$ cat src/rtl/uart_wr_cmd_rx.sv
module uart_wr_cmd_rx #(
  parameter int CLKS_PER_SAMPLE = 4,
  parameter int MEM_AW          = 4,
  parameter int TIMEOUT_BITS    = 4
) (
  input  logic              clk,
  input  logic              rst_n,
  input  logic              rx,
  input  logic [MEM_AW-1:0] rd_addr,
  output logic [7:0]        rd_data,
  output logic              wr_stb,
  output logic [15:0]       wr_addr,
  output logic [7:0]        wr_data,
  output logic              frame_err,
  output logic              csum_err
);
  localparam int PW    = (CLKS_PER_SAMPLE > 1) ? $clog2(CLKS_PER_SAMPLE) : 1;
  localparam int TLIM  = TIMEOUT_BITS * 16;
  localparam int TW    = $clog2(TLIM + 1);
  localparam int DEPTH = 1 << MEM_AW;
  localparam logic [7:0] CMD_W = 8'h57;

  typedef enum logic [2:0] {S_IDLE, S_START, S_DATA, S_STOP, S_BREAK} rx_st_t;

  logic [1:0]    rx_q;
  logic          rxs;
  logic [PW-1:0] pre;
  logic          tick;
  rx_st_t        st;
  logic [3:0]    scnt;
  logic [2:0]    bitn;
  logic [7:0]    sh;
  logic          byte_vld;
  logic [2:0]    pos;
  logic [7:0]    ah, al, dt, acc;
  logic [TW-1:0] tcnt;
  logic [7:0]    mem [DEPTH];

  assign rxs     = rx_q[1];
  assign tick    = (pre == PW'(CLKS_PER_SAMPLE - 1));
  assign rd_data = mem[rd_addr];

  always_ff @(posedge clk or negedge rst_n) begin
    if (!rst_n) begin
      rx_q <= 2'b11;
      pre  <= '0;
    end else begin
      rx_q <= {rx_q[0], rx};
      pre  <= tick ? '0 : pre + 1'b1;
    end
  end

  always_ff @(posedge clk or negedge rst_n) begin
    if (!rst_n) begin
      st <= S_IDLE; scnt <= '0; bitn <= '0; sh <= '0;
      byte_vld <= 1'b0; frame_err <= 1'b0;
    end else begin
      byte_vld  <= 1'b0;
      frame_err <= 1'b0;
      if (tick) begin
        case (st)
          S_IDLE:  if (!rxs) begin st <= S_START; scnt <= '0; end
          S_START: if (scnt == 4'd7) begin
                     if (!rxs) begin st <= S_DATA; scnt <= '0; bitn <= '0; end
                     else st <= S_IDLE;
                   end else scnt <= scnt + 1'b1;
          S_DATA:  if (scnt == 4'd15) begin
                     sh   <= {rxs, sh[7:1]};
                     scnt <= '0;
                     bitn <= bitn + 1'b1;
                     if (bitn == 3'd7) st <= S_STOP;
                   end else scnt <= scnt + 1'b1;
          S_STOP:  if (scnt == 4'd15) begin
                     if (rxs) begin byte_vld <= 1'b1; st <= S_IDLE; end
                     else begin frame_err <= 1'b1; st <= S_BREAK; end
                   end else scnt <= scnt + 1'b1;
          default: if (rxs) st <= S_IDLE;
        endcase
      end
    end
  end

  always_ff @(posedge clk or negedge rst_n) begin
    if (!rst_n) begin
      pos <= '0; ah <= '0; al <= '0; dt <= '0; acc <= '0; tcnt <= '0;
      wr_stb <= 1'b0; csum_err <= 1'b0; wr_addr <= '0; wr_data <= '0;
    end else begin
      wr_stb   <= 1'b0;
      csum_err <= 1'b0;
      if (pos == 3'd0 || st != S_IDLE || byte_vld) tcnt <= '0;
      else if (tick && tcnt != TW'(TLIM)) tcnt <= tcnt + 1'b1;
      if (frame_err) pos <= '0;
      else if (byte_vld) begin
        case (pos)
          3'd0: if (sh == CMD_W) begin pos <= 3'd1; acc <= sh; end
          3'd1: begin ah <= sh; acc <= acc ^ sh; pos <= 3'd2; end
          3'd2: begin al <= sh; acc <= acc ^ sh; pos <= 3'd3; end
          3'd3: begin dt <= sh; acc <= acc ^ sh; pos <= 3'd4; end
          default: begin
            pos <= '0;
            if (sh == acc) begin
              wr_stb  <= 1'b1;
              wr_addr <= {ah, al};
              wr_data <= dt;
            end else csum_err <= 1'b1;
          end
        endcase
      end else if (pos != 3'd0 && tcnt == TW'(TLIM)) pos <= '0;
    end
  end

  always_ff @(posedge clk or negedge rst_n) begin
    if (!rst_n) begin
      for (int i = 0; i < DEPTH; i++) mem[i] <= '0;
    end else if (wr_stb) begin
      mem[wr_addr[MEM_AW-1:0]] <= wr_data;
    end
  end

  assert_mem_commit_R3: assert property (@(posedge clk) disable iff (!rst_n)
    wr_stb |=> mem[$past(wr_addr[MEM_AW-1:0])] == $past(wr_data));
  assert_stb_pulse_R9: assert property (@(posedge clk) disable iff (!rst_n)
    wr_stb |=> !wr_stb);
  assert_err_pulse_R4: assert property (@(posedge clk) disable iff (!rst_n)
    csum_err |=> !csum_err);
  assert_no_stb_on_err_R4: assert property (@(posedge clk) disable iff (!rst_n)
    csum_err |-> !wr_stb);
  assert_frame_resync_R5: assert property (@(posedge clk) disable iff (!rst_n)
    frame_err |=> pos == 3'd0);
  assert_byte_from_stop_R2: assert property (@(posedge clk) disable iff (!rst_n)
    byte_vld |-> $past(st) == S_STOP);
endmodule

$ cat config.mk
export PLATFORM = sky130hd
export DESIGN_NAME = uart_wr_cmd_rx
export DESIGN_NICKNAME = d
export VERILOG_FILES = /design/src/rtl/uart_wr_cmd_rx.sv
export SDC_FILE = /design/constraint.sdc
export NUM_CORES = 1
export LEC_CHECK = 0
export ABC_AREA = 1
export BUFFER_PORTS_ARGS = -buffer_cell sky130_fd_sc_hd__buf_2
export CORE_MARGIN = 4
export CORE_UTILIZATION = 30
export CTS_BUF_LIST = sky130_fd_sc_hd__clkbuf_16
export DETAILED_ROUTE_END_ITERATION = 12
export REMOVE_ABC_BUFFERS = 1
export SYNTH_ARGS = -nofsm -noshare
export SYNTH_HDL_FRONTEND = slang
export SYNTH_SLANG_ARGS = --single-unit
export TNS_END_PERCENT = 10
$ cat constraint.sdc
create_clock -name clk -period 3.15 [get_ports clk]
set_clock_uncertainty 0.1 [all_clocks]
set_input_delay 0.4725 -clock clk [delete_from_list [all_inputs] [get_ports clk]]
set_output_delay 0.4725 -clock clk [all_outputs]
set_load 0.01 [all_outputs]
Yosys cells after proc, flatten, opt, wreduce, memory -nomap -nowiden
Cells that the tools add are included.
{"block": "word_totals", "latchBits": 0, "rom_bits": 0, "input_bits": 7, "word_cells": 146, "mem_count": 0, "ff_bits": 220, "ram_bits": 0, "out_inout_bits": 35}
{"block": "op_classes", "n_eq_ne": 23, "n_mul": 0, "mux": 50, "bitwise": 5, "n_div": 0, "shifts": 0, "n_reduce_logical": 27, "add_sub_neg": 4, "magnitude_cmp": 3}
{"operator": "$bwmux W128", "n": 1}
{"operator": "$mux W3", "n": 14}
{"operator": "$bmux W8 S4", "n": 1}
{"operator": "$demux W8 S4", "n": 1}
{"operator": "$mux W8", "n": 4}
{"operator": "$pmux W3 S4", "n": 2}
{"operator": "$mux W1", "n": 16}
{"operator": "$mux W4", "n": 4}
{"operator": "$pmux W4 S4", "n": 1}
{"operator": "$pmux W8 S2", "n": 1}
{"operator": "$reduce_and A3 Y1", "n": 5}
{"operator": "$mux W7", "n": 2}
{"operator": "$ne A2 B2 Y1 const B", "n": 7}
{"operator": "$eq A3 B2 Y1 const B", "n": 4}
{"operator": "$ge A5 B5 Y1 const B", "n": 2}
{"operator": "$not A4 Y5", "n": 2}
{"operator": "$reduce_bool A3 Y1", "n": 3}
{"operator": "$eq A8 B7 Y1 const B", "n": 1}
{"operator": "$eq A8 B8 Y1", "n": 1}
{"operator": "$reduce_and A4 Y1", "n": 2}
{"operator": "$xor A8 B8 Y8", "n": 1}
{"operator": "$add A7 B1 Y7 const B", "n": 1}
{"operator": "$eq A7 B7 Y1 const B", "n": 1}
{"operator": "$ne A7 B7 Y1 const B", "n": 1}
{"operator": "other kinds (25)", "n": 34}

Depth between registers and ports, before layout
{"block": "logic_depth", "ltp_word": 6, "mapped_depth": 10}

Least setup slack after synthesis
OpenSTA, ideal clock, no wires.
{"block": "synth_timing", "path_kind": "input port to output port", "start": "in rd_addr[0]", "end": "out rd_data[0]", "stages": 8, "arrival_ps": 1368, "setup_slack_ps": 1210, "path_cell_list": "buf_2 -> buf_2 -> buf_2 -> nand2_1 -> o211ai_1 -> nand3_1 -> nand3_1 -> nand2_1"}
{"block": "synth_via", "elab_chain_len": 4}
{"item": "start, declared", "line_no": "9", "source": "input logic [MEM_AW-1:0] rd_addr,"}
{"item": "$not A4 Y5 (not written as such)", "line_no": "41", "source": "assign rd_data = mem[rd_addr];"}
{"item": "$bmux W8 S4", "line_no": "41"}
{"item": "$mux W8 (not written as such) (2 in series)", "line_no": "41"}
{"item": "end, declared", "line_no": "10", "source": "output logic [7:0] rd_data,"}
No other way between the ends. The select of a mux whose other input is x is not followed.

Final worst setup path
{"block": "layout_timing", "start": "in rd_addr[1]", "end": "out rd_data[7]"}
Same word-level chain as after synthesis.

==> flow_metrics.py <==
metrics = {
    "outcome": {
        "status": "finished clean",
    },
    "timing": {
        "fmaxAchievable_ghz": 0.423,
        "slew_violations": 0,
        "whs_ns": 0.255,
        "relSlewSlack_pct": 31.0,
        "finalSetupTns_ns": 0,
        "setup_viol": 0,
        "layout_min_cycle_time_ns": 2.36,
        "hold_viol_final": 0,
        "rsz0062_at_grt": "no",
        "worst_pin_slew_ns": 1.03,
        "fin_crit_sh_pct": 75.1,
    },
    "hold_path": {
        "hp-class": "register to register",
        "hp-start": "rx_q[0]$_DFF_PN1_",
        "hold_end": "rx_q[1]$_DFF_PN1_",
        "hold_depth": 0,
    },
    "route": {
        "drtPass1Iterations": 4,
        "postRouteAntennaNets": 0,
        "drtIter0Drc": 630,
        "wire_per_inst_um": 15.0,
        "drc_errors": 0,
        "num_vias": 8207,
        "viasPerCell": 4.74,
        "wl_um": 25900,
    },
    "synthesis": {
        "synth_cell_types": 32,
        "ys_ff_latch": 220,
        "synth_warnings": 0,
        "synth_edf_count": 0,
        "postSynthCellCount": 1243,
        "syn_avg_cell_area_sq_um": 8.19,
        "yosysSeqAreaShare_pct": 54.1,
        "synth_area_sq_um": 10200,
        "async_flop_share_pct": 100,
        "ys.flop_type": "dfrtp_1",
    },
    "setup_path": {
        "crit_chain": "buf_2 > buf_12 > o211ai_1 > nand3_1 > nand3_1 > nand2_1 > buf_2",
        "r2r-end": "mem[115]$_DFFE_PN0P_",
        "critical_path_class": "primary input to output port",
        "max_stage_delay_ns": 0.36,
        "cp.required_ns": 2.58,
        "critPathMaxFanout": 45,
        "start_kind": "primary input",
        "end_kind": "output port",
        "worstPathArrival_ns": 1.79,
        "rrSetupSlack_ns": 1.04,
        "worstReg2RegStart": "wr_addr[1]$_DFFE_PN0P_",
        "cp-startpoint": "rd_addr[1]",
        "crit_slowest_cell": "buf_2",
        "reg2reg_depth": 5,
    },
    "grt": {
        "overflow": 0,
        "grt_max_degree": 94,
        "antenna_found_initial": 0,
        "grt_pass1_wl_um": 43600,
        "track_usage_pct": 14.4,
        "grt_pass1_vias": 8353,
    },
    "placed_design": {
        "dp.final_hpwl_um": 17300,
        "port_buffers": 41,
        "place_congestion": 0.845,
        "placed_cell_area_sq_um": 10800,
    },
    "floorplan": {
        "rows": 67,
        "io_pins": 42,
        "die_h_um": 192,
        "dieWidth_um": 192,
        "initial_core_util_pct": 30.4,
        "core-area_sq_um": 33500,
        "dieArea_sq_um": 36900,
    },
    "power_and_ir_drop": {
        "powerDensity_nw_per_um2": 520,
        "p_leak_nw": 5.37,
        "ir_drop_v": 0.000353,
    },
    "clocking": {
        "clockBufferDepth": 3,
        "root_buffer": "clkbuf_16",
        "numClockSinks": 220,
        "post_cts_resized": 0,
        "htree_levels": 1,
        "insertion_delay_ns": 0.53,
        "cts_tree": "yes",
        "postCtsSetupRepairBufs": 0,
        "cts_buffers": 26,
        "clk_pin_slew_ns": 0.05,
    },
    "final_layout": {
        "final_net_count": 1277,
        "fin_util_pct": 34.5,
        "drive_above_1_share_pct": 7.80,
        "fill_cells": 3522,
        "antenna_cells": 0,
        "stdcell_area_sq_um": 11600,
        "area_growth_pct": 13.5,
    },
    "job": {
        "maxCapViolCount": 0,
    },
}
flip-flops by register name, indices dropped and copies added, names as in the netlist, 3 cells and up:
name / flops
sh: 8
acc: 8
al: 8
dt: 8
pos: 3
bitn: 3
mem: 128
ah: 8
scnt: 4
tcnt: 7
wr_addr: 16
st: 3
wr_data: 8
cell families (layout without fill, tap and decap cells):
| group | after synthesis | count (layout) | share of synthesized area, % |
|---|---|---|---|
| buffers and inverters | 188 | 227 | 7.72 |
| flip-flops | 220 | 220 | 54.1 |
| XOR/XNOR | 5 | 5 | 0.430 |
| adder cells (fa/ha/maj) | 6 | 6 | 0.738 |
| AND/OR/NAND/NOR | 548 | 548 | 22.6 |
| AO/OA/AOI/OAI | 276 | 276 | 14.4 |
what timing repair did:
| item | 4_1_cts | 5_1_grt |
|---|---|---|
| hold buffers | 2 | 0 |
| endpoints found under the hold margin | 53 | 0 |
| endpoints found under the setup margin | 0 | 0 |
Yosys cell counts, types with 4 or more instances:
| library cell | number | area, sq um |
|---|---|---|
| o211ai_1 | 32 | 240 |
| nand3b_1 | 4 | 30.0 |
| nor2_1 | 41 | 154 |
| nand4_1 | 4 | 25.0 |
| a21oi_1 | 44 | 220 |
| dfrtp_1 | 218 | 5460 |
| ha_1 | 6 | 75.1 |
| clkbuf_1 | 28 | 105 |
| nor3_1 | 5 | 25.0 |
| inv_1 | 125 | 469 |
| buf_6 | 6 | 67.6 |
| buf_2 | 22 | 110 |
| nand2_1 | 376 | 1410 |
| nand3_1 | 105 | 526 |
| o21ai_0 | 198 | 991 |
final cells by class:
type | instances | area, sq um | area share, %
clock buffers | 26 | 651 | 5.63
well taps | 448 | 561 | 4.85
multi-input cells | 835 | 3880 | 33.6
flip-flops and latches | 220 | 5510 | 47.7
repair buffers | 54 | 370 | 3.21
clock inverters | 20 | 101 | 0.877
inverters | 127 | 477 | 4.13
worst max-delay path, delay by kind of cell:
| family | cells | cell delay, ns |
|---|---|---|
| buffers and inverters | 3 | 0.79 |
| and+or+nand+nor | 3 | 0.36 |
| AOI/OAI and AO/OA | 1 | 0.13 |
where the power goes:
part	switching [mW]	internal, mW
Clock	1.17	1.49
Sequential	0.0408	2.87
Combinational	0.301	0.134
routing by layer:
metal	global-route usage [%]	part of all wire (%)	vias up
met2	23.8	47	169
li1	-	-	4074
met3	2.78	5.0	52
met4	4.44	3.0	0
met5	0	0	-
met1	19.2	45	3912
how the worst max path moves through the flow:
stage / slack [ns] / endpoint
5_1_grt: 0.69 / rd_data[7]
4_1_cts: 0.81 / rd_data[7]
3_3_place_gp: 0.81 / rd_data[7]
6_report: 0.79 / rd_data[7]
3_5_place_dp: 0.82 / rd_data[7]
2_1_floorplan: 1.35 / wr_addr[0]$_DFFE_PN0P_
cells in the final DEF, fill, tap and decap left out, types with 2 or more instances in the layout:
cell type / count
clkinv_1: 6
nand2_2: 2
inv_1: 132
clkbuf_16: 26
nand2_1: 376
a21oi_1: 44
dfstp_2: 2
o211ai_1: 32
ha_1: 6
nor3_1: 5
nor3_4: 3
buf_2: 39
clkinv_2: 4
buf_12: 4
or2_2: 2
o21ai_0: 198
dlygate4sd3_1: 2
buf_4: 8
nand3_1: 105
xor2_1: 2
nor2_1: 41
nand3b_1: 4
inv_2: 2
xnor2_1: 3
nand4_1: 4
dfrtp_1: 218
per-stage QoR:
step | std cells | power (mW) | setup slack (ns)
3_3_place_gp | 1682 | 3.39 | 0.813
5_1_grt | 1730 | 6.27 | 0.689
2_1_floorplan | 1182 | 3.19 | 1.35
3_5_place_dp | 1682 | 3.39 | 0.817
6_report | 1730 | 6.00 | 0.785
4_1_cts | 1730 | 6.07 | 0.806
Power figures use the tool's default switching activity.
